<file path="src/rtl/i2cseq_pkg.sv">
package i2cseq_pkg;

    typedef enum logic [1:0] {
        KIND_WRITE = 2'd0,
        KIND_READ  = 2'd1,
        KIND_PROBE = 2'd2
    } kind_e;

    typedef enum logic [2:0] {
        OP_NONE     = 3'd0,
        OP_START    = 3'd1,
        OP_SEND     = 3'd2,
        OP_RECV_ACK = 3'd3,
        OP_RECV_NAK = 3'd4,
        OP_STOP     = 3'd5
    } eng_op_e;

    typedef enum logic [2:0] {
        STEP_START,
        STEP_ADDR_W,
        STEP_OFFSET,
        STEP_RESTART,
        STEP_ADDR_R,
        STEP_WDATA,
        STEP_RDATA,
        STEP_END
    } step_e;

    typedef enum logic [2:0] {
        ST_IDLE,
        ST_ISSUE,
        ST_WAIT,
        ST_SAMPLE,
        ST_STOP_ISSUE,
        ST_STOP_WAIT,
        ST_FINISH
    } seq_state_e;

    localparam logic [7:0] CODE_START      = 8'h08;
    localparam logic [7:0] CODE_RESTART    = 8'h10;
    localparam logic [7:0] CODE_ADDR_W_ACK = 8'h18;
    localparam logic [7:0] CODE_WDATA_ACK  = 8'h28;
    localparam logic [7:0] CODE_ADDR_R_ACK = 8'h40;
    localparam logic [7:0] CODE_RDATA_ACK  = 8'h50;
    localparam logic [7:0] CODE_RDATA_NAK  = 8'h58;
    localparam logic [7:0] CODE_IDLE       = 8'hF8;

    localparam logic [7:0] CTL_ACK   = 8'h04;
    localparam logic [7:0] CTL_FLAG  = 8'h08;
    localparam logic [7:0] CTL_STOP  = 8'h10;
    localparam logic [7:0] CTL_START = 8'h20;
    localparam logic [7:0] CTL_EN    = 8'h40;

    localparam logic [7:0] ERR_STATUS  = 8'd1;
    localparam logic [7:0] ERR_TIMEOUT = 8'd2;

endpackage

</file>
<file path="src/rtl/i2cseq_step_plan.sv">
module i2cseq_step_plan
    import i2cseq_pkg::*;
(
    input  kind_e kind,
    input  logic  with_offset,
    input  logic  off_left,
    input  logic  data_left,
    input  step_e cur,
    output step_e nxt
);

    always_comb begin
        nxt = STEP_END;
        unique case (cur)
            STEP_START: begin
                if (kind == KIND_WRITE || (kind == KIND_READ && with_offset))
                    nxt = STEP_ADDR_W;
                else
                    nxt = STEP_ADDR_R;
            end
            STEP_ADDR_W, STEP_OFFSET: begin
                if (off_left)
                    nxt = STEP_OFFSET;
                else if (kind == KIND_WRITE)
                    nxt = data_left ? STEP_WDATA : STEP_END;
                else
                    nxt = STEP_RESTART;
            end
            STEP_WDATA:   nxt = data_left ? STEP_WDATA : STEP_END;
            STEP_RESTART: nxt = STEP_ADDR_R;
            STEP_ADDR_R,
            STEP_RDATA:   nxt = data_left ? STEP_RDATA : STEP_END;
            STEP_END:     nxt = STEP_END;
            default:      nxt = STEP_END;
        endcase
    end

endmodule

</file>
<file path="src/rtl/i2cseq_step_decode.sv">
module i2cseq_step_decode
    import i2cseq_pkg::*;
(
    input  step_e      step,
    input  logic       last_byte,
    output eng_op_e    op,
    output logic [7:0] ctrl,
    output logic [7:0] exp_code
);

    always_comb begin
        op       = OP_SEND;
        ctrl     = CTL_EN;
        exp_code = CODE_WDATA_ACK;
        unique case (step)
            STEP_START: begin
                op       = OP_START;
                ctrl     = CTL_EN | CTL_START;
                exp_code = CODE_START;
            end
            STEP_RESTART: begin
                op       = OP_START;
                ctrl     = CTL_EN | CTL_START;
                exp_code = CODE_RESTART;
            end
            STEP_ADDR_W: exp_code = CODE_ADDR_W_ACK;
            STEP_ADDR_R: exp_code = CODE_ADDR_R_ACK;
            STEP_OFFSET,
            STEP_WDATA:  exp_code = CODE_WDATA_ACK;
            STEP_RDATA: begin
                if (last_byte) begin
                    op       = OP_RECV_NAK;
                    exp_code = CODE_RDATA_NAK;
                end else begin
                    op       = OP_RECV_ACK;
                    ctrl     = CTL_EN | CTL_ACK;
                    exp_code = CODE_RDATA_ACK;
                end
            end
            STEP_END: begin
                op       = OP_STOP;
                ctrl     = CTL_EN | CTL_STOP;
                exp_code = CODE_IDLE;
            end
            default: ;
        endcase
    end

endmodule

</file>
<file path="src/rtl/i2cseq_step_timer.sv">
module i2cseq_step_timer #(
    parameter int TICK_CYCLES   = 8,
    parameter int TIMEOUT_TICKS = 1000
) (
    input  logic clk,
    input  logic rst_n,
    input  logic clear,
    output logic expired
);

    localparam int PRE_W = $clog2(TICK_CYCLES + 1);
    localparam int CNT_W = $clog2(TIMEOUT_TICKS + 1);
    localparam logic [PRE_W-1:0] PRE_LAST = PRE_W'(TICK_CYCLES - 1);
    localparam logic [CNT_W-1:0] CNT_LAST = CNT_W'(TIMEOUT_TICKS);

    logic [PRE_W-1:0] pre_q;
    logic [CNT_W-1:0] tick_q;

    always_ff @(posedge clk or negedge rst_n) begin
        if (!rst_n) begin
            pre_q  <= '0;
            tick_q <= '0;
        end else if (clear) begin
            pre_q  <= '0;
            tick_q <= '0;
        end else if (tick_q != CNT_LAST) begin
            if (pre_q == PRE_LAST) begin
                pre_q  <= '0;
                tick_q <= tick_q + 1'b1;
            end else begin
                pre_q <= pre_q + 1'b1;
            end
        end
    end

    assign expired = (tick_q == CNT_LAST);

endmodule

</file>
<file path="src/rtl/i2c_xfer_seq.sv">
module i2c_xfer_seq
    import i2cseq_pkg::*;
#(
    parameter int OFF_BYTES     = 4,
    parameter int LEN_W         = 8,
    parameter int TICK_CYCLES   = 8,
    parameter int TIMEOUT_TICKS = 1000,
    localparam int OFF_W        = 8 * OFF_BYTES,
    localparam int OFF_CNT_W    = $clog2(OFF_BYTES + 1)
) (
    input  logic                 clk,
    input  logic                 rst_n,
    input  logic                 cmd_valid,
    input  logic [1:0]           cmd_kind,
    input  logic [6:0]           cmd_chip,
    input  logic [OFF_W-1:0]     cmd_offset,
    input  logic [OFF_CNT_W-1:0] cmd_off_cnt,
    input  logic [LEN_W-1:0]     cmd_len,
    output logic                 busy,
    output logic                 done,
    output logic [31:0]          err_word,
    input  logic [7:0]           wr_data,
    output logic                 wr_pop,
    output logic [7:0]           rd_data,
    output logic                 rd_valid,
    output logic                 eng_op_valid,
    output logic [2:0]           eng_op,
    output logic [7:0]           eng_tx,
    input  logic                 eng_flag,
    input  logic [7:0]           eng_status,
    input  logic [7:0]           eng_rx
);

    localparam logic [OFF_CNT_W-1:0] OFF_MAX = OFF_CNT_W'(OFF_BYTES);

    seq_state_e           state_q, state_d;
    step_e                step_q, plan_next;
    kind_e                kind_q;
    logic [6:0]           chip_q;
    logic [OFF_W-1:0]     offset_q;
    logic                 with_off_q;
    logic [OFF_CNT_W-1:0] off_rem_q;
    logic [LEN_W-1:0]     data_rem_q;
    logic [7:0]           ctrl_q, exp_q;
    logic [31:0]          err_q;
    logic                 err_set_q;

    eng_op_e              dec_op;
    logic [7:0]           dec_ctrl, dec_exp;
    logic                 tmr_clear, tmr_expired;
    logic [7:0]           off_byte;
    logic                 status_ok;

    i2cseq_step_plan u_plan (
        .kind        (kind_q),
        .with_offset (with_off_q),
        .off_left    (off_rem_q != '0),
        .data_left   (data_rem_q != '0),
        .cur         (step_q),
        .nxt         (plan_next)
    );

    i2cseq_step_decode u_decode (
        .step      (step_q),
        .last_byte (data_rem_q == LEN_W'(1)),
        .op        (dec_op),
        .ctrl      (dec_ctrl),
        .exp_code  (dec_exp)
    );

    i2cseq_step_timer #(
        .TICK_CYCLES   (TICK_CYCLES),
        .TIMEOUT_TICKS (TIMEOUT_TICKS)
    ) u_timer (
        .clk     (clk),
        .rst_n   (rst_n),
        .clear   (tmr_clear),
        .expired (tmr_expired)
    );

    assign tmr_clear = (state_q == ST_ISSUE) || (state_q == ST_STOP_ISSUE);
    assign status_ok = (eng_status == exp_q);

    always_comb begin
        off_byte = '0;
        for (int i = 0; i < OFF_BYTES; i++) begin
            if (off_rem_q == OFF_CNT_W'(i + 1))
                off_byte = offset_q[i*8 +: 8];
        end
    end

    // next-state logic
    always_comb begin
        state_d = state_q;
        unique case (state_q)
            ST_IDLE:       if (cmd_valid) state_d = ST_ISSUE;
            ST_ISSUE:      state_d = ST_WAIT;
            ST_WAIT: begin
                if (eng_flag)
                    state_d = ST_SAMPLE;
                else if (tmr_expired)
                    state_d = ST_STOP_ISSUE;
            end
            ST_SAMPLE: begin
                if (!status_ok || plan_next == STEP_END)
                    state_d = ST_STOP_ISSUE;
                else
                    state_d = ST_ISSUE;
            end
            ST_STOP_ISSUE: state_d = ST_STOP_WAIT;
            ST_STOP_WAIT: begin
                if (eng_status == CODE_IDLE || tmr_expired)
                    state_d = ST_FINISH;
            end
            ST_FINISH:     state_d = ST_IDLE;
            default:       state_d = ST_IDLE;
        endcase
    end

    // state register
    always_ff @(posedge clk or negedge rst_n) begin
        if (!rst_n)
            state_q <= ST_IDLE;
        else
            state_q <= state_d;
    end

    // transfer context and error capture
    always_ff @(posedge clk or negedge rst_n) begin
        if (!rst_n) begin
            step_q     <= STEP_START;
            kind_q     <= KIND_WRITE;
            chip_q     <= '0;
            offset_q   <= '0;
            with_off_q <= 1'b0;
            off_rem_q  <= '0;
            data_rem_q <= '0;
            ctrl_q     <= '0;
            exp_q      <= '0;
            err_q      <= '0;
            err_set_q  <= 1'b0;
        end else begin
            unique case (state_q)
                ST_IDLE: begin
                    if (cmd_valid) begin
                        step_q     <= STEP_START;
                        kind_q     <= (cmd_kind[1]) ? KIND_PROBE : kind_e'(cmd_kind);
                        chip_q     <= cmd_chip;
                        offset_q   <= cmd_offset;
                        off_rem_q  <= (cmd_off_cnt > OFF_MAX) ? OFF_MAX : cmd_off_cnt;
                        with_off_q <= (cmd_off_cnt != '0);
                        data_rem_q <= cmd_kind[1] ? LEN_W'(1) : cmd_len;
                        err_q      <= '0;
                        err_set_q  <= 1'b0;
                    end
                end
                ST_ISSUE: begin
                    ctrl_q <= dec_ctrl;
                    exp_q  <= dec_exp;
                    if (step_q == STEP_OFFSET)
                        off_rem_q <= off_rem_q - 1'b1;
                    if (step_q == STEP_WDATA || step_q == STEP_RDATA)
                        data_rem_q <= data_rem_q - 1'b1;
                end
                ST_WAIT: begin
                    if (!eng_flag && tmr_expired) begin
                        err_q     <= {ERR_TIMEOUT, ctrl_q, eng_status, exp_q};
                        err_set_q <= 1'b1;
                    end
                end
                ST_SAMPLE: begin
                    if (!status_ok) begin
                        err_q     <= {ERR_STATUS, ctrl_q | CTL_FLAG, eng_status, exp_q};
                        err_set_q <= 1'b1;
                    end else begin
                        step_q <= plan_next;
                    end
                end
                ST_STOP_WAIT: begin
                    if (eng_status != CODE_IDLE && tmr_expired && !err_set_q) begin
                        err_q     <= {ERR_TIMEOUT, CTL_EN | CTL_STOP, eng_status, CODE_IDLE};
                        err_set_q <= 1'b1;
                    end
                end
                default: ;
            endcase
        end
    end

    // outputs
    always_comb begin
        busy         = 1'b0;
        done         = 1'b0;
        eng_op_valid = 1'b0;
        eng_op       = OP_NONE;
        eng_tx       = '0;
        wr_pop       = 1'b0;
        rd_valid     = 1'b0;
        rd_data      = eng_rx;
        err_word     = err_q;
        unique case (state_q)
            ST_IDLE: ;
            ST_ISSUE: begin
                busy         = 1'b1;
                eng_op_valid = 1'b1;
                eng_op       = dec_op;
                unique case (step_q)
                    STEP_ADDR_W: eng_tx = {chip_q, 1'b0};
                    STEP_ADDR_R: eng_tx = {chip_q, 1'b1};
                    STEP_OFFSET: eng_tx = off_byte;
                    STEP_WDATA: begin
                        eng_tx = wr_data;
                        wr_pop = 1'b1;
                    end
                    default:     eng_tx = '0;
                endcase
            end
            ST_WAIT:   busy = 1'b1;
            ST_SAMPLE: begin
                busy     = 1'b1;
                rd_valid = status_ok && (step_q == STEP_RDATA);
            end
            ST_STOP_ISSUE: begin
                busy         = 1'b1;
                eng_op_valid = 1'b1;
                eng_op       = OP_STOP;
            end
            ST_STOP_WAIT: busy = 1'b1;
            ST_FINISH:    done = 1'b1;
            default: ;
        endcase
    end

endmodule

</file>
<file path="config.mk">
export PLATFORM = sky130hd
export DESIGN_NAME = i2c_xfer_seq
export DESIGN_NICKNAME = d
export VERILOG_FILES = /design/src/rtl/i2cseq_pkg.sv /design/src/rtl/i2cseq_step_plan.sv /design/src/rtl/i2cseq_step_decode.sv /design/src/rtl/i2cseq_step_timer.sv /design/src/rtl/i2c_xfer_seq.sv
export SDC_FILE = /design/constraint.sdc
export NUM_CORES = 1
export LEC_CHECK = 0
export ABC_CLOCK_PERIOD_IN_PS = 5500
export BUFFER_PORTS_ARGS = -buffer_cell sky130_fd_sc_hd__buf_2
export CAP_MARGIN = 20
export CORE_MARGIN = 5
export CORE_UTILIZATION = 55
export DETAILED_ROUTE_END_ITERATION = 8
export PLACE_DENSITY = 0.8
export SLEW_MARGIN = 40
export SYNTH_ARGS = -nofsm -noshare
export SYNTH_HDL_FRONTEND = slang
export SYNTH_HIERARCHICAL = 1
export SYNTH_SLANG_ARGS = --single-unit
export TNS_END_PERCENT = 30
</file>
<file path="constraint.sdc">
create_clock -name clk -period 5.5 [get_ports clk]
set_clock_uncertainty 0.15 [all_clocks]
set_input_delay 0 -clock clk [delete_from_list [all_inputs] [get_ports clk]]
set_output_delay 0 -clock clk [all_outputs]
set_load 0.05 [all_outputs]
</file>
; ---- Word-level counts from Yosys, hierarchy flattened
; Cells that the tools add are included.
[totals]
ff_bits = 122
latch_bits = 0
ram_bits = 0
rom_bits = 0
input_bits = 80
output_inout_bits = 56
elab_cells = 150
mem_count = 0
[classes]
add_sub_neg = 4
n_mul = 0
div = 0
order_cmp = 1
n_eq_ne = 35
shift = 0
muxes = 59
n_bitwise = 0
n_reduce_logical = 37
[op_table]
columns = op, count
row1 = $mux 32, 4
row2 = $pmux 32 s4, 1
row3 = $mux 8, 8
row4 = $pmux 8 s7, 1
row5 = $mux 3, 15
row6 = $pmux 3 s6, 2
row7 = $pmux 8 s4, 1
row8 = $mux 10, 3
row9 = $eq 3x3->1 const B, 9
row10 = $pmux 8 s3, 1
row11 = $eq 3x2->1 const B, 6
row12 = $pmux 3 s2, 3
row13 = $mux 4, 4
row14 = $pmux 8 s2, 1
row15 = $ne 2x2->1 const B, 6
row16 = $reduce_and 3->1, 4
row17 = $mux 1, 11
row18 = $add 10x1->10 const B, 1
row19 = $eq 10x10->1 const B, 1
row20 = $ne 10x10->1 const B, 1
row21 = $reduce_or 2->1, 5
row22 = $eq 3x1->1 const B, 3
row23 = $pmux 3 s3, 1
row24 = $eq 8x1->1 const B, 1
row25 = other kinds (25), 43

; ---- Longest topological paths before layout
; Gate-level depths: netlist of run 1.
[depth]
ltp_word = 9
depth_mapped = 11
depth_no_buf = 11

; ---- Modules after synthesis
; The synthesis of run 1 kept the hierarchy.
[by_module_without_submodules]
columns = mod, n_inst, cells_per_inst, area_per_inst_um2, seq_area_each_um2
row1 = i2c_xfer_seq, 1, 620, 5352.6, 2552.4
row2 = i2cseq_step_timer, 1, 80, 812.0, 350.3
row3 = i2cseq_step_decode, 1, 35, 215.2, 0.0
row4 = i2cseq_step_plan, 1, 16, 98.8, 0.0

; ---- Least setup slack after synthesis of run 1
; Ideal clock, no wire load.
[synth_path]
path_kind = reg-to-reg
startpoint = reg state_q[2]
endpoint = reg u_timer.tick_q[9]
setup_time_ns = 0.125
arrival_time_ns = 2.347
required_ns = 5.225
slack_ns = 2.878
path_stages_with_launch = 6
n_path_buf = 1
synth_period_minus_slack_ns = 2.622
path_cell_list = dfrtp_1 -> clkbuf_1 -> nand2b_1 -> a21oi_1 -> and2b_2 -> mux2_4
[synth_between]
elab_chain_cells = 4
elab_cells_between_ends = 7
classes_between = eq/ne: 2 / mux: 1 / reduce/logical: 4
[synth_rtl]
columns = item, line
row1 = "start, declared", i2c_xfer_seq.sv:36  ; seq_state_e state_q, state_d;
row2 = "start signal, assigned", i2c_xfer_seq.sv:125  ; state_q <= state_d;
row3 = $eq 3x1->1 or $eq 3x3->1 (tied branches), i2c_xfer_seq.sv:81  ; assign tmr_clear = (state_q == ST_ISSUE) || (state_q == ST_STOP_ISSUE);
row4 = $logic_or 1x1->1 (*), i2c_xfer_seq.sv:81
row5 = $reduce_bool 2->1 (no line), --
row6 = $reduce_and 2->1 (no line), --
row7 = "end signal, assigned", i2cseq_step_timer.sv:29  ; tick_q <= tick_q + 1'b1;
row8 = "end, declared", i2cseq_step_timer.sv:17  ; logic [CNT_W-1:0] tick_q;
; Every way passes the cells marked *; elsewhere a longest branch is shown, timed or not.
; A chain may end at the register's enable or synchronous reset.

; ---- Worst setup path after layout of run 1
[layout_path]
startpoint = reg data_rem_q[4]
endpoint = out eng_op[2]
[layout_between]
elab_chain_cells = 4
[layout_rtl]
columns = item, line
row1 = "start, declared", i2c_xfer_seq.sv:43  ; logic [LEN_W-1:0] data_rem_q;
row2 = "start signal, assigned", i2c_xfer_seq.sv:152  ; data_rem_q <= cmd_kind[1] ? LEN_W'(1) : cmd_len;
row3 = "start signal, assigned", i2c_xfer_seq.sv:163  ; data_rem_q <= data_rem_q - 1'b1;
row4 = $eq 8x1->1, i2c_xfer_seq.sv:65  ; .last_byte (data_rem_q == LEN_W'(1)),
row5 = $mux 3, i2cseq_step_decode.sv:31  ; if (last_byte) begin
row6 = $pmux 3 s3, i2cseq_step_decode.sv:15  ; unique case (step)
row7 = named net dec_op[2], i2c_xfer_seq.sv:48  ; eng_op_e dec_op;
row8 = $pmux 3 s2, i2c_xfer_seq.sv:201  ; unique case (state_q)
row9 = "end, declared", i2c_xfer_seq.sv:27  ; output logic [2:0] eng_op,
; The timed path passes the listed nets, and every way through them passes these cells.

==> results of run 1 <==
-- cell usage after synthesis (3+ instances only) --
library cell,n
o21ai_0,43
and3_1,4
buf_4,25
xnor2_1,13
nand3b_1,10
a221oi_1,7
a211o_1,3
nand3_1,7
a22oi_1,9
a31oi_1,5
clkbuf_1,32
a21oi_1,40
a32oi_1,3
mux2_2,7
inv_1,31
dfrtp_1,116
o21a_1,11
buf_2,6
conb_1,3
nor2b_1,8
nor4_1,4
mux2i_1,9
a311oi_1,3
nand2_1,189
o31ai_1,9
a31o_2,15
o22a_1,3
buf_6,4
nand4_1,6
nand2b_1,10
or3_1,4
nor2_1,44
a211oi_1,3
nor3_1,16
ha_1,10
-- where the power goes --
| group | internal, mW | switching [mW] |
|---|---|---|
| combinational | 0.650 | 1.26 |
| clock | 0.814 | 0.389 |
| sequential | 1.19 | 0.282 |
-- flip-flops by register name, indices dropped and copies added (netlist names) --
register	flops
err_set_q	1
u_timer/pre_q	4
chip_q	7
kind_q	2
with_off_q	1
u_timer/tick_q	10
exp_q	8
step_q	3
data_rem_q	8
err_word	26
offset_q	32
off_rem_q	3
ctrl_q	8
state_q	3
-- what timing repair did --
action | CTS | global route
hold endpoints to repair | 126 | 0
gates resized for setup | 0 | 0
hold buffers | 81 | 0
buffers inserted | 0 | 0
-- layer usage --
| layer | GRT usage | wire [um] |
|---|---|---|
| met1 | 0.325 | 7410 |
| met2 | 0.448 | 9080 |
| met3 | 0.0669 | 1420 |
| met4 | 0.102 | 477 |
| met5 | 0 | 0 |
-- logic make-up after synthesis --
kind of cell | synth area share
AOI/OAI and AO/OA | 0.170
xor gates and xnor gates | 0.0203
adders and majority gates | 0.0211
buffers and inverters | 0.0782
DFF | 0.448
muxes | 0.0284
other | 0.00174
and+or+nand+nor | 0.233
-- cell usage in the layout (no fill, tap or decap), drive strengths merged, types with 16 or more instances in the layout --
cell type	netlist	routed
a21oi	40	40
a31o	16	16
buf	36	119
clkbuf	32	23
dfrtp	116	116
dlygate4sd3	0	81
inv	32	32
nand2	189	189
nor2	45	45
nor3	16	16
o21ai	44	44
-- worst paths after layout --
check,startpoint,endpoint,cells after the start
worst min-delay path,rst_n,u_timer/pre_q[0]$_DFFE_PN0P_,2
min in group clk,cmd_offset[31],offset_q[31]$_DFFE_PN0P_,4
worst max register to register,state_q[1]$_DFFE_PN0P_,data_rem_q[7]$_DFFE_PN0P_,7
worst max-delay path,data_rem_q[4]$_DFFE_PN0P_,eng_op[2],8
max in group asynchronous,rst_n,step_q[0]$_DFFE_PN0P_,3
worst min register to register,offset_q[15]$_DFFE_PN0P_,offset_q[15]$_DFFE_PN0P_,2
-- per-stage QoR --
| step | worst slack (ns) | hold WS, ns | std cells |
|---|---|---|---|
| after floorplan | 2.88 | -0.446 | 762 |
| after CTS | 2.65 | 0.0403 | 1069 |
| after detailed placement | 2.75 | -0.150 | 956 |
| after global routing | 2.32 | 0.0931 | 1070 |
| final | 2.56 | 0.0147 | 1070 |
| after global placement | 2.69 | -0.150 | 956 |
-- layout make-up --
type / count / area share
Sequential cell: 116 / 0.346
Inverter: 32 / 0.0143
Clock inverter: 9 / 0.0176
Timing Repair Buffer: 200 / 0.170
Antenna cell: 1 / 0.000298
Tap cell: 143 / 0.0213
Clock buffer: 23 / 0.0593
Multi-Input combinational cell: 546 / 0.371
==> run summary, run 1 <==
Status = finished clean
Num rows = 39
Global route overflow = 0
Slew Limit Fails = 0
Core Box Area = 0.0115 mm^2
Setup crit end kind = output port
CP startpoint kind = register
Critical path data required time = 5.35 ns
CTS max path bufs = 2
Drc violations = 0
Die ar. = 0.0141 mm^2
First-pass GRT wire length = 30300 um
Final net count = 1003
Setup violators final = 0
Max FO, Critical Path = 5
Sequential area share after synthesis = 0.448
Synth area leader = dfrtp_1
Worst slew pin tran = 0.777 ns
Fillers = 774
Util after Layout = 0.733
Cells after Synth = 751
Syn avg cell area = 8.63 um^2
RSZ-0062 raised after global routing = false
Reg area = 0.00291 mm^2
Detailed Routing Iterations Pass 1 = 6
HPWL Detailed = 10800 um
Synth top area share = 0.448
GP Congestion = 0.861
Routed WL = 18400 um
Setup TNS = 0 ns
Max cap viols = 0
Max-slew headroom = 0.482
GRT Overall Usage = 0.264
Clock transition at path regs = 0.05 ns
Top area cells in the synthesized netlist = dfrtp_1 (45%), nand2_1 (11%), o21ai_0 (3.3%)
Post-route ant nets = 0
Initial Util = 0.565
Final Hold Vio Count = 0
Total power = 4.59 mW
Worst EP arrival = 2.79 ns
Reg2Reg Setup Slack = 2.56 ns
Fin crit period = 2.94 ns
Buffers and inverters on the worst path = 1
Worst path most repeated cell = nor2_1
# IOs = 136
Crit path cell chain = nor3_1, nor3b_1, and3b_1, nor2_1, nor2_1, nand2_1, a21oi_1, buf_2
Total number of yosys warnings = 6
Antenna violations before repair = 1
Synthesized flop and latch total = 116
Clk_lat worst skew = 0.42 ns
DR iter-0 viols = 561
Mean routed wirelength per cell = 17.2 um
Max VDD drop = 474 uV
Vias in the first global route = 6202
Largest net degree at the start of global routing = 63
Die W = 119 um
Post-Syn Area = 0.00648 mm^2
Htree depth = 4
CP Class = reg -> out
Finished Cell Area = 0.00840 mm^2
Multi-input gate area = 0.00312 mm^2
Worst min path class = in -> async
CP top delay family = simple AND/OR/NAND/NOR gates
Height of the die = 119 um
Max Clk Rate = 340 MHz
CP max stage cell = nor3b_1
Via-to-Cell Ratio = 5.73
Pwr dens = 546 mW/mm^2
Post-synth EDFFs = 0
Layout cells sized above 1 = 0.210
Slowest stage delay, CP = 0.46 ns
Port buffer count = 113
Num Clock Sinks = 116
Placement Cell Area = 0.00693 mm^2
Async S/R FF share, synth = 1.00
CTS tree = done
Vias after detailed routing = 6133
Area Overhead vs Synth = 29.7%
Fin crit share = 0.535
Number of different library cells in the post-synthesis netlist = 68
CTS root buffer = clkbuf_16
LEAKAGE = 4.01 nW
Dominant synthesized flop cell = dfrtp_1
Inserted Clock Buffers = 17
(Power assumes the default switching activity.)
==> run 2: changes to the inputs <==
--- a/config.mk
+++ b/config.mk
@@ -5,13 +5,14 @@
 export SDC_FILE = /design/constraint.sdc
 export NUM_CORES = 1
 export LEC_CHECK = 0
-export ABC_CLOCK_PERIOD_IN_PS = 5500
+export ABC_AREA = 1
+export ABC_CLOCK_PERIOD_IN_PS = 2500
 export BUFFER_PORTS_ARGS = -buffer_cell sky130_fd_sc_hd__buf_2
 export CAP_MARGIN = 20
 export CORE_MARGIN = 5
-export CORE_UTILIZATION = 55
+export CORE_UTILIZATION = 51
 export DETAILED_ROUTE_END_ITERATION = 8
-export PLACE_DENSITY = 0.8
+export PLACE_DENSITY = 0.78
 export SLEW_MARGIN = 40
 export SYNTH_ARGS = -nofsm -noshare
 export SYNTH_HDL_FRONTEND = slang
==> constraint.sdc (replaced) <==
create_clock -name clk -period 2.5 [get_ports clk]
set_clock_uncertainty 0.15 [all_clocks]
set_input_delay 0 -clock clk [delete_from_list [all_inputs] [get_ports clk]]
set_output_delay 0 -clock clk [all_outputs]
set_load 0.05 [all_outputs]
==> run 2 against run 1 <==
  * Synthesized cell count grew 27%
  * Utilization fell by 5.4 points
  * Wire length down 1.6%
  * Worst setup slack lost 2.5 ns
  * Critical path depth did not move
  * Combinational power rose by 150%
  * Synthesized area up 4.1%
  * Via count is 9.4% higher
  * Non-clock buffer count is 9 higher
  * Clock-buffer cell count fell by 3
  * Total power increased by 120%
  * Clock power grew 110%
  * Critical endpoint is now eng_tx[2]
==> run summary, run 2 <==
Pwr dens = 1160 mW/mm^2 (+110%)
Htree depth = 4 (unchanged)
CP max stage cell = dfrtp_1
CP Class = reg -> out
CTS max path bufs = 2 (unchanged)
Synth top area share = 0.430 (-0.0176)
Util after Layout = 0.679 (-0.0539)
Max cap viols = 0 (unchanged)
HPWL Detailed = 12000 um (+12%)
Max Clk Rate = 415 MHz
Reg area = 0.00290 mm^2 (about the same)
Clock transition at path regs = 0.06 ns (about the same)
Top-count cell post-synth = nand2_1
Clk_lat worst skew = 0.42 ns (about the same)
Final Worst Setup Slack = 0.0893 ns (-2.47 ns)
DR iter-0 viols = 666 (+19%)
Global route overflow = 0 (unchanged)
RSZ-0062 raised after global routing = true
Max VDD drop = 609 uV (+28%)
Max-slew headroom = 0.556 (+0.0740)
Total number of yosys warnings = 6 (unchanged)
GR Util met1 = 0.312 (-0.0136)
Layer with the highest usage = met2
LEAKAGE = 4.76 nW (+19%)
Setup violators final = 0 (unchanged)
Detailed Routing Iterations Pass 1 = 5 (-1)
CP startpoint kind = register
Register bank with the most flops = offset_q
Initial Util = 0.515 (-0.0496)
Height of the die = 125 um (+5.4%)
Setup crit end kind = output port
Routed WL = 18100 um (-1.6%)
Die ar. = 0.0156 mm^2 (+11%)
Met3 Resource Use GR = 0.0691 (+0.00223)
Worst slew pin tran = 0.666 ns (-0.111 ns)
# IOs = 136 (unchanged)
Synthesized flop and latch total = 116 (unchanged)
GRT Overall Usage = 0.240 (-0.0244)
Mean routed wirelength per cell = 13.6 um (-21%)
First-pass GRT wire length = 31100 um (+2.4%)
Reg2reg path depth = 9 (+2)
Slowest stage delay, CP = 0.48 ns (+0.02 ns)
Crit path cell chain = inv_1, buf_4, nand2_1, o211ai_1, nand3_1, nand2_1, a21oi_1, clkbuf_4
Synth cell count leaders = nand2_1 (356), dfrtp_1 (116), inv_1 (83), nand3_1 (83), nor2_1 (72)
Fin crit period = 2.41 ns
Status = finished clean
Post-Syn Area = 0.00674 mm^2 (+4.1%)
Fillers = 1056 (+36%)
Max reg flops = 32 (unchanged)
Inserted Clock Buffers = 17 (unchanged)
Final Hold Vio Count = 0 (unchanged)
Number of different library cells in the post-synthesis netlist = 40 (-41%)
Num Clock Sinks = 116 (unchanged)
Fin crit share = 0.964
Worst EP arrival = 2.26 ns (-0.53 ns)
Commonest non-fill, non-tap cells in the layout = nand2_1 (353), dfrtp_1 (116), buf_2 (107)
Max FO, Critical Path = 11 (+6)
Worst min path class = in -> async
Post-place setup slack = 0.199 ns (-2.56 ns)
Post-synth EDFFs = 0 (unchanged)
Core Box Area = 0.0131 mm^2 (+14%)
Synth area leader = dfrtp_1
Sequential area share after synthesis = 0.430 (-0.0176)
Async S/R FF share, synth = 1.00 (unchanged)
CTS root buffer = clkbuf_16
Syn avg cell area = 7.08 um^2 (-18%)
Non-Filler Instances = 1328 (+24%)
Placed cell count = 1215 (+27%)
Setup Buffers After CTS = 0 (unchanged)
Met2 Track Usage GR = 0.382 (-0.0657)
Vias after detailed routing = 6707 (+9.4%)
Port buffer count = 113 (unchanged)
Final net count = 1228 (+22%)
Commonest non-fill, non-tap cell in the layout = nand2_1
Via-to-Cell Ratio = 5.05 (-12%)
Num rows = 42 (+7.7%)
Top area cells in the synthesized netlist = dfrtp_1 (43%), nand2_1 (20%), nand3_1 (6.2%)
Cells after Synth = 953 (+27%)
Drc violations = 0 (unchanged)
Area Overhead vs Synth = 31.7%
CTS tree = done
Layout cells sized above 1 = 0.177 (-0.0323)
Slew Limit Fails = 0 (unchanged)
GP Congestion = 0.905 (+5.1%)
Largest net degree at the start of global routing = 53 (-16%)
Die W = 125 um (+5.4%)
Multi-input gate area = 0.00322 mm^2 (+3.2%)
Antenna violations before repair = 1 (unchanged)
Vias in the first global route = 6550 (+5.6%)
Post-route ant nets = 0 (unchanged)
Worst path most repeated cell = nand2_1
Dominant synthesized flop cell = dfrtp_1
Critical path data required time = 2.35 ns (-3.00 ns)
[run 2: cell count changes after synthesis, sizes merged, moves of 10 or more]
cell    change
nand2b     -10
inv        +66
nor2       +31
nand3b     -10
xnor2      -11
nand3      +78
o21ai      +20
nand2     +177
a31o       -16
clkbuf     -16
o21a       -11
[run 2: report_power, final]
group / internal, mW / switching [mW]
Clock: 1.67 / 0.865
Combinational: 1.45 / 3.23
Sequential: 2.59 / 0.468
[run 2: through the flow]
step | setup TNS (ns) | instance area, um^2 | hold slack (ns) | total power [mW]
finish | 0 | 8880 | 0.0197 | 10.3
global route | -0.00650 | 8880 | 0.0707 | 11.1
CTS | 0 | 8830 | 0.0336 | 10.2
detailed placement | 0 | 7410 | -0.150 | 7.50
global placement | 0 | 7410 | -0.150 | 7.40
floorplan | 0 | 6790 | -0.446 | 6.41
[run 2: kinds of logic (layout without fill, tap and decap cells)]
kind of cell             after synthesis  count (layout)  share of synthesized area
flip-flops                           116             116                      0.430
AND/OR/NAND/NOR                      549             549                      0.342
buffers and inverters                154             341                      0.104
XOR/XNOR                               5               5                    0.00649
other                                  3              15                    0.00167
AO/OA/AOI/OAI                        116             116                     0.0965
adder cells (fa/ha/maj)               10              10                     0.0186
[run 2: worst max-delay path, delay by kind of cell, from the launching register on]
kind | cells | cell delay [ns]
buf+inv | 3 | 0.59
compound gates | 2 | 0.35
flops | 1 | 0.48
simple gates | 3 | 0.41
[run 2: routing by layer]
| metal | vias up | wire length, um |
|---|---|---|
| met3 | 34 | 1320 |
| met1 | 3055 | 7790 |
| met2 | 266 | 8560 |
| met5 | - | 0 |
| met4 | 0 | 426 |
| li1 | 3352 | - |
[run 2: cell type report]
| type | instances | area share |
|---|---|---|
| antenna | 1 | 0.000282 |
| clock buffer | 20 | 0.0492 |
| clock inverter | 12 | 0.0201 |
| inverter | 100 | 0.0423 |
| multi-input combinational | 694 | 0.363 |
| sequential | 116 | 0.327 |
| tap | 176 | 0.0248 |
| timing repair buffer | 209 | 0.174 |
[run 2: repair_timing]
action                                  in CTS  in global routing
gates resized for setup                      2                 15
hold buffers                                80                  0
endpoints found under the hold margin      177                  0
endpoints found under the setup margin       8                 39
[run 2: final timing paths]
kind,startpoint,endpoint,slack (ns)
worst max-delay path,off_rem_q[2]$_DFFE_PN0P_,eng_tx[2],0.09
worst min-delay path,rst_n,ctrl_q[3]$_DFFE_PN0P_,0.02
worst max register to register,state_q[0]$_DFFE_PN0P_,data_rem_q[0]$_DFFE_PN0P_,0.18
worst min register to register,err_word[14]$_DFFE_PN0P_,err_word[14]$_DFFE_PN0P_,0.32
max in group asynchronous,rst_n,data_rem_q[3]$_DFFE_PN0P_,1.46
min in group clk,cmd_offset[17],offset_q[17]$_DFFE_PN0P_,0.16
==> run 3: changes to the inputs <==
--- a/config.mk
+++ b/config.mk
@@ -6,13 +6,13 @@
 export NUM_CORES = 1
 export LEC_CHECK = 0
 export ABC_AREA = 1
-export ABC_CLOCK_PERIOD_IN_PS = 2500
+export ABC_CLOCK_PERIOD_IN_PS = 2750
 export BUFFER_PORTS_ARGS = -buffer_cell sky130_fd_sc_hd__buf_2
 export CAP_MARGIN = 20
 export CORE_MARGIN = 5
-export CORE_UTILIZATION = 51
+export CORE_UTILIZATION = 55
 export DETAILED_ROUTE_END_ITERATION = 8
-export PLACE_DENSITY = 0.78
+export PLACE_DENSITY = 0.8
 export SLEW_MARGIN = 40
 export SYNTH_ARGS = -nofsm -noshare
 export SYNTH_HDL_FRONTEND = slang
==> constraint.sdc (replaced) <==
create_clock -name clk -period 2.75 [get_ports clk]
set_clock_uncertainty 0.15 [all_clocks]
set_input_delay 0 -clock clk [delete_from_list [all_inputs] [get_ports clk]]
set_output_delay 0 -clock clk [all_outputs]
set_load 0.05 [all_outputs]
==> run 3 against run 2 <==
  * First-iteration DRC count shrank 24%
  * Combinational power shrank 12%
  * Clock-buffer cell count decreased by 1
  * Flip-flop and latch count unchanged
  * Non-clock buffer count shrank 8
  * Utilization is 4.7 points higher
  * Sequential share of layout area up 0.60 points
  * Wire length rose by 2.0%
  * Final cell count shrank 2.8%
  * Sequential power is 7.5% lower
==> run summary, run 3 (synthesis results as in run 2) <==
Fin crit share = 0.958
Worst flop-to-flop path startpoint = u_timer/tick_q[0]$_DFFE_PN0P_
Area Overhead vs Synth = 29.3%
Reg2reg path depth = 10 (+1)
Max VDD drop = 641 uV (+5.3%)
# IOs = 136 (unchanged)
Height of the die = 121 um (-3.4%)
Antenna violations before repair = 1 (unchanged)
Num Clock Sinks = 116 (unchanged)
Mean routed wirelength per cell = 14.3 um (+5.0%)
Max-slew headroom = 0.539 (-0.0174)
Final Hold Vio Count = 0 (unchanged)
Final net count = 1220 (-0.65%)
Htree depth = 4 (unchanged)
Crit path from = off_rem_q[1]$_DFFE_PN0P_
Non-Filler Instances = 1291 (-2.8%)
Total power = 9.30 mW (-9.5%)
Routed WL = 18500 um (+2.0%)
Worst EP arrival = 2.49 ns (+0.23 ns)
CP Class = reg -> out
Status = finished clean
CTS root buffer = clkbuf_16
Hold_ws = 0.0247 ns (+0.00497 ns)
Fin crit period = 2.64 ns
Commonest non-fill, non-tap cells in the layout = nand2_1 (355), dfrtp_1 (116), buf_2 (113)
Final Worst Setup Slack = 0.114 ns (+0.0250 ns)
Crit path to = eng_tx[6]
CTS max path bufs = 2 (unchanged)
Commonest non-fill, non-tap cell in the layout = nand2_1
Vias in the first global route = 6577 (+0.41%)
CTS tree = done
Vias after detailed routing = 6781 (+1.1%)
Slew Limit Fails = 0 (unchanged)
First-pass GRT wire length = 31000 um (about the same)
Placement Cell Area = 0.00728 mm^2 (-1.7%)
GP Congestion = 0.878 (-3.0%)
Global route overflow = 0 (unchanged)
HPWL Detailed = 11600 um (-3.1%)
DR iter-0 viols = 509 (-24%)
Detailed Routing Iterations Pass 1 = 5 (unchanged)
Largest net degree at the start of global routing = 72 (+36%)
Max Clk Rate = 379 MHz
Finished Cell Area = 0.00872 mm^2 (-1.8%)
Post-place setup slack = 0.315 ns (+0.117 ns)
Worst min path class = in -> async
Inserted Clock Buffers = 17 (unchanged)
LEAKAGE = 4.72 nW (-0.87%)
Worst slew pin tran = 0.691 ns (+0.0252 ns)
Die ar. = 0.0146 mm^2 (-6.7%)
Initial Util = 0.561 (+0.0461)
Max FO, Critical Path = 8 (-3)
Max cap viols = 0 (unchanged)
Port buffer count = 113 (unchanged)
Placed cell count = 1178 (-3.0%)
Post-route ant nets = 0 (unchanged)
Register bank with the most flops = offset_q
Via-to-Cell Ratio = 5.25 (+4.0%)
Clock transition at path regs = 0.06 ns (about the same)
Setup crit end kind = output port
Reg2Reg Setup Slack = 0.26 ns (+0.08 ns)
Critical path data required time = 2.60 ns (+0.25 ns)
Pwr dens = 1070 mW/mm^2 (-7.8%)
Layout cells sized above 1 = 0.169 (-0.00838)
Util after Layout = 0.726 (+0.0474)
CP startpoint kind = register
GRT Overall Usage = 0.265 (+0.0247)
Clk_lat worst skew = 0.42 ns (about the same)
RR Endpoint = state_q[1]$_DFFE_PN0P_
Die W = 121 um (-3.4%)
Num rows = 40 (-4.8%)
Setup TNS = 0 ns (unchanged)
Setup violators final = 0 (unchanged)
RSZ-0062 raised after global routing = true
Drc violations = 0 (unchanged)
Max reg flops = 32 (unchanged)
Core Box Area = 0.0120 mm^2 (-8.2%)
## run 3: cell types whose count changed in the layout (fill, tap and decap cells not counted), moves of 2 or more
cell | before | now
clkbuf_4 | 5 | 0
inv_6 | 2 | 0
buf_4 | 13 | 8
clkbuf_1 | 3 | 0
buf_2 | 107 | 113
buf_12 | 3 | 1
nand2_1 | 353 | 355
clkbuf_8 | 0 | 2
clkinvlp_4 | 3 | 5
## run 3: worst min path at each step
stage,from,to,slack [ns],depth (start not counted)
CTS,rst_n,chip_q[0]$_DFFE_PN0P_,0.04,3
global route,rst_n,chip_q[0]$_DFFE_PN0P_,0.07,3
floorplan,rst_n,chip_q[0]$_DFFE_PN0P_,-0.45,0
global placement,rst_n,offset_q[20]$_DFFE_PN0P_,-0.26,1
detailed placement,rst_n,offset_q[21]$_DFFE_PN0P_,-0.26,1
finish,rst_n,offset_q[11]$_DFFE_PN0P_,0.02,3
## run 3: cell type report
cell class                 count  area, um^2
multi-input combinational    694        3190
antenna                        1        2.50
clock inverter                13         181
tap                          147         184
inverter                     100         375
fill                         860        3290
clock buffer                  19         453
timing repair buffer         201        1440
sequential                   116        2900
## run 3: critical path, stage by stage, from the launching register on
cell and delay (ns):
dfrtp_1 0.41, inv_1 0.14, ha_1 0.16, inv_1 0.04, nor2_1 0.37, nand3_1 0.14, nand3_1 0.09, o21ai_0 0.09
nand2_1 0.07, nand2_1 0.04, a21oi_1 0.20, buf_2 0.30
## run 3: per-layer routing
layer / vias up / share of wire / global-route usage / wire length [um]
li1: 3337 / - / - / -
met3: 40 / 0.072 / 0.0571 / 1330
met5: - / 0 / 0 / 0
met4: 0 / 0.020 / 0.0942 / 363
met1: 3101 / 0.42 / 0.341 / 7800
met2: 303 / 0.49 / 0.441 / 8970
## run 3: where the power goes
part	leakage [nW]	switching (mW)	internal, mW
logic	2.92	2.90	1.22
registers	1.50	0.477	2.36
clock network	0.297	0.793	1.56
total	4.72	4.17	5.13
## run 3: timing repair
action	in CTS	in global routing
hold endpoints to repair	189	0
buffers inserted	0	0
setup endpoints to repair	0	3
hold buffers	80	0
gates resized for setup	0	3
